$ cat src/rtl/lsc_pkg.sv
package lsc_pkg;
  localparam int NUM_SW = 10;

  typedef enum logic [2:0] {
    MD_OFF      = 3'd0,
    MD_TALK     = 3'd1,
    MD_RING     = 3'd2,
    MD_TOUT     = 3'd3,
    MD_RGT      = 3'd4,
    MD_TIN      = 3'd5,
    MD_TIN_TOUT = 3'd6,
    MD_TOUT_RGT = 3'd7
  } mode_t;

  typedef enum logic [1:0] {
    SQ_IDLE = 2'd0,
    SQ_GAP  = 2'd1,
    SQ_OVL  = 2'd2
  } seq_t;

  // Map an unsupported combined request onto all-open.
  function automatic mode_t legal_mode(logic [2:0] code, bit has_combo);
    mode_t m;
    m = mode_t'(code);
    if (m == MD_TOUT_RGT && !has_combo) m = MD_OFF;
    return m;
  endfunction

  // Switch i+1 sits on bit i; each pair of switches is one path.
  function automatic logic [NUM_SW-1:0] pair_bits(int pair_idx);
    logic [NUM_SW-1:0] v;
    v = '0;
    v[2*pair_idx]   = 1'b1;
    v[2*pair_idx+1] = 1'b1;
    return v;
  endfunction

  function automatic logic [NUM_SW-1:0] sw_pattern(mode_t m);
    logic [NUM_SW-1:0] v;
    case (m)
      MD_TALK:     v = pair_bits(0);
      MD_RING:     v = pair_bits(1);
      MD_TOUT:     v = pair_bits(2);
      MD_RGT:      v = pair_bits(3);
      MD_TIN:      v = pair_bits(4);
      MD_TIN_TOUT: v = pair_bits(2) | pair_bits(4);
      MD_TOUT_RGT: v = pair_bits(2) | pair_bits(3);
      default:     v = '0;
    endcase
    return v;
  endfunction

  function automatic bit pattern_is_legal(logic [NUM_SW-1:0] v, bit has_combo);
    bit ok;
    ok = (v == (pair_bits(0) | pair_bits(1)));
    for (int k = 0; k < 8; k++) begin
      if (v == sw_pattern(legal_mode(3'(k), has_combo))) ok = 1'b1;
    end
    return ok;
  endfunction
endpackage

$ cat src/rtl/lsc_hold_latch.sv
module lsc_hold_latch
  import lsc_pkg::*;
#(
  parameter bit HAS_COMBO = 1'b1
) (
  input  logic        clk,
  input  logic        rst_n,
  input  logic [2:0]  mode_i,
  input  logic        hold_n_i,
  input  logic        fault_i,
  output mode_t       tgt_mode_o,
  output mode_t       held_mode_o,
  output logic        locked_o
);
  mode_t held_q;
  logic  locked_q;
  mode_t in_mode;

  assign in_mode = legal_mode(mode_i, HAS_COMBO);

  always_comb begin
    if (fault_i)        tgt_mode_o = MD_OFF;
    else if (!hold_n_i) tgt_mode_o = in_mode;
    else if (locked_q)  tgt_mode_o = MD_OFF;
    else                tgt_mode_o = held_q;
  end

  always_ff @(posedge clk or negedge rst_n) begin
    if (!rst_n) begin
      held_q   <= MD_OFF;
      locked_q <= 1'b1;
    end else if (fault_i) begin
      held_q   <= MD_OFF;
      locked_q <= 1'b1;
    end else if (!hold_n_i) begin
      held_q   <= in_mode;
      locked_q <= 1'b0;
    end
  end

  assign held_mode_o = held_q;
  assign locked_o    = locked_q;
endmodule

$ cat src/rtl/lsc_seq.sv
module lsc_seq
  import lsc_pkg::*;
#(
  parameter int CNT_W = 4
) (
  input  logic              clk,
  input  logic              rst_n,
  input  logic              fault_i,
  input  mode_t             tgt_mode_i,
  input  logic              mbb_i,
  input  logic [CNT_W-1:0]  len_i,
  output logic [NUM_SW-1:0] sw_en_o,
  output logic              busy_o,
  output logic              start_o
);
  localparam logic [NUM_SW-1:0] BOTH_PATHS = 10'h00F;

  seq_t              st_q;
  mode_t             cur_q;
  logic [CNT_W-1:0]  cnt_q;
  logic [NUM_SW-1:0] sw_q;
  logic              cnt_done;

  assign cnt_done = (cnt_q == '0);
  assign start_o  = !fault_i && (st_q == SQ_IDLE) && (cur_q == MD_RING) &&
                    (tgt_mode_i == MD_TALK);
  assign busy_o   = (st_q != SQ_IDLE);

  always_ff @(posedge clk or negedge rst_n) begin
    if (!rst_n) begin
      st_q  <= SQ_IDLE;
      cur_q <= MD_OFF;
      cnt_q <= '0;
      sw_q  <= '0;
    end else if (fault_i) begin
      st_q  <= SQ_IDLE;
      cur_q <= MD_OFF;
      cnt_q <= '0;
      sw_q  <= '0;
    end else begin
      case (st_q)
        SQ_IDLE: begin
          if (start_o) begin
            cnt_q <= len_i;
            st_q  <= mbb_i ? SQ_OVL : SQ_GAP;
            sw_q  <= mbb_i ? BOTH_PATHS : '0;
          end else begin
            sw_q  <= sw_pattern(tgt_mode_i);
            cur_q <= tgt_mode_i;
          end
        end
        default: begin
          if (cnt_done) begin
            sw_q  <= sw_pattern(MD_TALK);
            cur_q <= MD_TALK;
            st_q  <= SQ_IDLE;
          end else begin
            cnt_q <= cnt_q - 1'b1;
          end
        end
      endcase
    end
  end

  assign sw_en_o = sw_q;
endmodule

$ cat src/rtl/line_switch_ctrl.sv
module line_switch_ctrl
  import lsc_pkg::*;
#(
  parameter int CNT_W     = 4,
  parameter bit HAS_COMBO = 1'b1
) (
  input  logic             clk,
  input  logic             rst_n,
  input  logic [2:0]       mode_i,
  input  logic             hold_n_i,
  input  logic             supply_ok_i,
  input  logic             batt_ok_i,
  input  logic             therm_flt_i,
  input  logic             seq_mbb_i,
  input  logic [CNT_W-1:0] seq_len_i,
  output logic [9:0]       sw_en_o
);
  logic  fault_w;
  mode_t tgt_w;
  mode_t held_w;
  logic  locked_w;
  logic  seq_busy_w;
  logic  seq_start_w;

  assign fault_w = !supply_ok_i || !batt_ok_i || therm_flt_i;

  lsc_hold_latch #(.HAS_COMBO(HAS_COMBO)) u_hold (
    .clk         (clk),
    .rst_n       (rst_n),
    .mode_i      (mode_i),
    .hold_n_i    (hold_n_i),
    .fault_i     (fault_w),
    .tgt_mode_o  (tgt_w),
    .held_mode_o (held_w),
    .locked_o    (locked_w)
  );

  lsc_seq #(.CNT_W(CNT_W)) u_seq (
    .clk        (clk),
    .rst_n      (rst_n),
    .fault_i    (fault_w),
    .tgt_mode_i (tgt_w),
    .mbb_i      (seq_mbb_i),
    .len_i      (seq_len_i),
    .sw_en_o    (sw_en_o),
    .busy_o     (seq_busy_w),
    .start_o    (seq_start_w)
  );
endmodule

$ cat config.mk
export PLATFORM = sky130hd
export DESIGN_NAME = line_switch_ctrl
export DESIGN_NICKNAME = d
export VERILOG_FILES = /design/src/rtl/lsc_pkg.sv /design/src/rtl/lsc_hold_latch.sv /design/src/rtl/lsc_seq.sv /design/src/rtl/line_switch_ctrl.sv
export SDC_FILE = /design/constraint.sdc
export NUM_CORES = 1
export LEC_CHECK = 0
export ABC_AREA = 1
export ABC_CLOCK_PERIOD_IN_PS = 1340
export CORE_AREA = 3 3 53 55
export CTS_CLUSTER_DIAMETER = 30
export DETAILED_ROUTE_END_ITERATION = 8
export DIE_AREA = 0 0 56 58
export PLACE_DENSITY = 0.71
export SETUP_SLACK_MARGIN = 0.02
export SLEW_MARGIN = 25
export SYNTH_ARGS = -nofsm -noshare
export SYNTH_HDL_FRONTEND = slang
export SYNTH_SLANG_ARGS = --single-unit
$ cat constraint.sdc
create_clock -name clk -period 1.34 [get_ports clk]
set_input_delay 0.134 -clock clk [delete_from_list [all_inputs] [get_ports clk]]
set_output_delay 0.134 -clock clk [all_outputs]
set_load 0.03 [all_outputs]
# Word level (Yosys, flattened, before mapping)
# Index checks and enable logic that the tools add are counted.
# word_totals
wordCells	59
register_bits	23
in_bits	14
out_inout_bits	10
# op_classes
reduce_logical	14
muxes	26
addsub	1
n_eq_ne	12
# ops
operator	n
10-bit case mux with 7 select lines	1
10-bit 2-to-1 mux	4
3-bit 2-to-1 mux	9
4-bit 2-to-1 mux	5
3-bit equality test, second input constant	4
2-bit 2-to-1 mux	5
3-bit by 2-bit equality test with 1-bit output, second input constant	3
3-bit by 2-bit inequality test with 1-bit output, second input constant	3
2-bit AND reduction	3
4-bit logical NOT	1
4-bit by 1-bit subtractor with 4-bit output, second input constant	1
3-bit by 1-bit equality test with 1-bit output, second input constant	1
1-bit logical AND	3
1-bit logical NOT	3
3-bit nonzero test	1
2-bit logical NOT	1
1-bit logical OR	2
1-bit 2-to-1 mux	2
2-bit by 1-bit inequality test with 1-bit output, second input constant	1

# Depth between registers and ports, before layout
# depth
depth_word	10
ltp_mapped	10
mapped_depth_nobuf	10

# By module
# From an unflattened synthesis, not the netlist that was laid out.
# unflattened
cells_unflattened	138
area_unflattened_um2	1037.2
# modules_own_cells
mod	instances	cells_per_inst	area_per_inst_um2	seq_area_each_um2
lsc_seq	1	107	822.0	350.3
lsc_hold_latch	1	29	201.4	101.3
line_switch_ctrl	1	2	13.8	0.0

# Worst setup path before layout
# OpenSTA, ideal clock, no wires.
# synth_timing
path_type	register to register
startpoint	reg u_seq.st_q[1]
endpoint	reg u_seq.cnt_q[2]
n_path_buf	0
t_arrival_ps	1127
setup_time_ps	117
period_less_slack_ps	1243
t_required_ps	1223
path_stages_with_launch	9
slack_ps	97
path_cell_list	dfrtp_1 > nor2_2 > nand2_1 > nor2_2 > nand3_4 > nand2_4 > nand2_2 > nand2_1 > nand2_1
# synth_via
elab_chain_len	6
word_cells_on_any_way	9
cone_classes	eq/ne (2); mux (2); reduce/logical (5)
# synth_rtl
element	line_no	source
start, declared	lsc_seq.sv:18	seq_t st_q;
start signal, assigned	lsc_seq.sv:45	st_q <= mbb_i ? SQ_OVL : SQ_GAP;
2-bit logical NOT (*)	lsc_seq.sv:25, lsc_seq.sv:41	
1-bit logical AND (3 in a row)	lsc_seq.sv:25	assign start_o = !fault_i && (st_q == SQ_IDLE) && (cur_q == MD_RING) &&
3-bit by 2-bit inequality test with 1-bit output (no line)	--	
2-bit AND reduction (no line)	--	
end signal, assigned	lsc_seq.sv:44	cnt_q <= len_i;
end signal, assigned	lsc_seq.sv:58	cnt_q <= cnt_q - 1'b1;
end, declared	lsc_seq.sv:20	logic [CNT_W-1:0] cnt_q;
# Every way passes the cells marked *; elsewhere a longest branch is shown, timed or not.
# A chain may end at the register's enable or synchronous reset.

# Worst setup path in the final report
# layout_timing
startpoint	reg u_hold.locked_q, in the netlist u_hold.locked_o
endpoint	reg u_seq.st_q[0]
# layout_via
elab_chain_len	7
# layout_rtl
element	line_no	source
start, declared	lsc_hold_latch.sv:16	logic locked_q;
start signal, assigned	lsc_hold_latch.sv:31	locked_q <= 1'b1;
start signal, assigned	lsc_hold_latch.sv:34	locked_q <= 1'b1;
start signal, assigned	lsc_hold_latch.sv:37	locked_q <= 1'b0;
3-bit 2-to-1 mux	lsc_hold_latch.sv:24	else if (locked_q) tgt_mode_o = MD_OFF;
3-bit 2-to-1 mux	lsc_hold_latch.sv:23	else if (!hold_n_i) tgt_mode_o = in_mode;
3-bit 2-to-1 mux	lsc_hold_latch.sv:22	if (fault_i) tgt_mode_o = MD_OFF;
3-bit by 1-bit equality test with 1-bit output	lsc_seq.sv:26	(tgt_mode_i == MD_TALK);
1-bit logical AND	lsc_seq.sv:25	
3-bit by 2-bit inequality test with 1-bit output (no line)	--	
2-bit AND reduction (no line)	--	
# No other way between the ends.

==> results.sh <==
export IMPL_status="finished, final reports clean"
export IMPL_fin_total_pwr_mw=1.06
export IMPL_yosys_cell_count_top_type="nand2_1"
export IMPL_cts_root_buffer="clkbuf_4"
export IMPL_grt_overflow_total=0
export IMPL_cts_buffers_inserted=3
export IMPL_syn_area_um2=1020
export IMPL_fmax_mhz=759
export IMPL_io_buffers=23
export IMPL_die_w_um=56
export IMPL_synth_commonest_cells="nand2_1, dfrtp_1, inv_1, nand3_1"
export IMPL_p_seq_share_pct=52.8
export IMPL_die_area_um2=3250
export IMPL_cp_required_ns=1.54
export IMPL_synth_ff_type="dfrtp_1"
export IMPL_async_flop_share_pct=100
export IMPL_intPower_mw=0.792
export IMPL_critPathLaunchType="register"
export IMPL_ys_types=25
export IMPL_swShare_pct=25.1
export IMPL_drtPass1Iterations=4
export IMPL_synth_fp_nets=146
export IMPL_cts_max_path_buffers=2
export IMPL_cts_sinks=18
export IMPL_vias=986
export IMPL_p_per_area_nw_per_um2=724
export IMPL_htreeDepth=1
export IMPL_io_pins=24
export IMPL_grt_util_met3_pct=2.90
export IMPL_worst_slew_pin_transition_ns=0.307
export IMPL_postRouteAntennaNets=0
export IMPL_slew_viol_final=0
export IMPL_crit_type="reg -> reg"
export IMPL_grt_max_degree=19
export IMPL_drc=0
export IMPL_setup_violations_final=0
export IMPL_ctsHoldBuffers=0
export IMPL_pwr_share_clk_pct=32.8
export IMPL_ys_seq_area_share_pct=44.2
export IMPL_switching_power_mw=0.266
export IMPL_synthTopCellsByArea="dfrtp_1, nand2_1, inv_1"
export IMPL_drive_above_1_share_pct=29.0
export IMPL_critical_path_arrival_ns=1.51
export IMPL_whs_ns=0.158
export IMPL_place_congestion=0.824
export IMPL_rsz0062_at_grt="true"
export IMPL_antenna_cells=0
export IMPL_grt_pass1_wl_um=4170
export IMPL_grt_antenna_before_repair=0
export IMPL_nets=186
export IMPL_vias_per_cell=4.95
export IMPL_synth_top_area_cell="dfrtp_1"
export IMPL_dr_first_iter_drc_count=24
export IMPL_endpoint_kind="register"
export IMPL_grt_usage_pct=16.6
export IMPL_cap_violations=0
export IMPL_period_minus_slack_ns=1.32
export IMPL_ys_ff_latch=18
export IMPL_syn_instance_count=130
export IMPL_hpwl_um=1790
export IMPL_hp_class="in -> async"
export IMPL_vdd_ir_drop_worst_mv=0.519
export IMPL_avgSynthCellArea_um2=7.86
export IMPL_grt_pass1_vias=930
export IMPL_yosysWarnings=0
export IMPL_cts_tree="built"
export IMPL_insertion_delay_ns=0.31
export IMPL_comb_power_share_pct=14.4
export IMPL_hold_violations=0
export IMPL_postLayoutCoreUtil_pct=60.0
export IMPL_met1_usage_pct=21.2
export IMPL_synth_edf_count=0
export IMPL_period_share_pct=98.3
export IMPL_start_util_pct=42.0
export IMPL_skew_ns=0.0111
export IMPL_syn2layout_area_growth_pct=42.8
export IMPL_grt_use_met2_pct=26.2
export IMPL_clk_pin_slew_worst_paths_ns=0.11
export IMPL_slew_limit_headroom_pct=79.6
export IMPL_busiest_layer="met2"
export IMPL_p_leak_nw=0.810
export IMPL_synth_top_cell_area_share_pct=41.6
export IMPL_routedWlPerCell_um=12.7
export IMPL_fp_row_count=18
export IMPL_core_um2=2430
export IMPL_finalWirelength_um=2530
export IMPL_crit_fanout=6
export IMPL_die_y_um=58
## kinds of logic after synthesis
logic type,count (synthesis),synth area share [%]
and+or+nand+nor,73,35.0
buffers and inverters,23,10.3
DFF,18,44.2
AOI/OAI and AO/OA,12,6.37
xor gates and xnor gates,2,1.71
adders and majority gates,2,2.45
## routing by layer
| metal | share of wire (%) | vias up | wire length (um) |
|---|---|---|---|
| met5 | 0 | - | 0 |
| met4 | 2.6 | 0 | 65 |
| met3 | 5.6 | 7 | 142 |
| met2 | 51 | 36 | 1280 |
| met1 | 41 | 460 | 1040 |
| li1 | - | 483 | - |
## power groups by stage
stage	Combinational [mW]	Sequential, mW	Clock [mW]
3_3_place_gp	0.138	0.568	0
2_1_floorplan	0.0615	0.569	0
6_report	0.152	0.559	0.347
5_1_grt	0.170	0.559	0.379
4_1_cts	0.145	0.558	0.354
3_5_place_dp	0.141	0.569	0
## layout by cell type, fill, tap and decap left out, types with 2 or more instances in the layout
cell             count
dlygate4sd2_1       13
nand2_4              2
dfrtp_1             17
nand2_2              8
nand2_1             35
nand4_1              2
clkdlybuf4s50_1     10
nand3_2              3
buf_4               16
nand3_1              8
o21ai_0              6
nor2_4               4
nor2_1               6
inv_2                6
clkbuf_4             3
o21ai_1              3
inv_1               12
## stage by stage
stage	cell area [um2]	setup TNS (ns)	setup WS (ns)	cells
after floorplan	1020	0	0.0968	130
after global placement	1340	-3.07	-0.257	190
after detailed placement	1340	-3.56	-0.308	190
after CTS	1410	0	0.0273	197
after global routing	1460	-0.305	-0.0581	199
final	1460	0	0.0223	199
## final cells by class
cell class	count	area, um2
multi-input combinational	89	522
tap	30	37.5
timing repair buffer	40	345
fill	224	972
clock buffer	4	36.3
inverter	18	67.6
sequential	18	452
## what timing repair did
item	CTS	global route
pin swaps	6	9
buffers inserted	3	2
setup endpoints to repair	15	13
gates resized for setup	20	12
## registers in the layout (all words and copies together), names as in the netlist
name and count:
u_seq.sw_en_o 5, u_seq.cur_q 3, u_hold.held_mode_o 3, u_seq.cnt_q 4, u_seq.st_q 2, u_hold.locked_o 1
## path summary, 6_finish.rpt
| path | depth (start not counted) | start | end | slack [ns] |
|---|---|---|---|---|
| max reg2reg | 10 | u_hold.locked_o$_DFFE_PN1P_ | u_seq.st_q[0]$_DFFE_PN0P_ | 0.02 |
| min in group clk | 4 | supply_ok_i | u_hold.locked_o$_DFFE_PN1P_ | 0.29 |
| min | 2 | rst_n | u_seq.cur_q[2]$_DFFE_PN0P_ | 0.16 |
| min reg2reg | 2 | u_seq.cur_q[2]$_DFFE_PN0P_ | u_seq.cur_q[2]$_DFFE_PN0P_ | 0.51 |
| max in group asynchronous | 2 | rst_n | u_hold.locked_o$_DFFE_PN1P_ | 0.91 |
| max | 10 | u_hold.locked_o$_DFFE_PN1P_ | u_seq.st_q[0]$_DFFE_PN0P_ | 0.02 |
## critical path: stages, from the launching register on
cell and delay, ns:
dfstp_2 0.38, inv_1 0.04, nand2_1 0.04, nand2_1 0.06, nand3_2 0.11, nor2_4 0.17
nand3_4 0.12, nand2_4 0.11, nand2_1 0.07, nand2_1 0.06, nand2_1 0.05
Note: power is estimated with default switching activity, not from simulation.
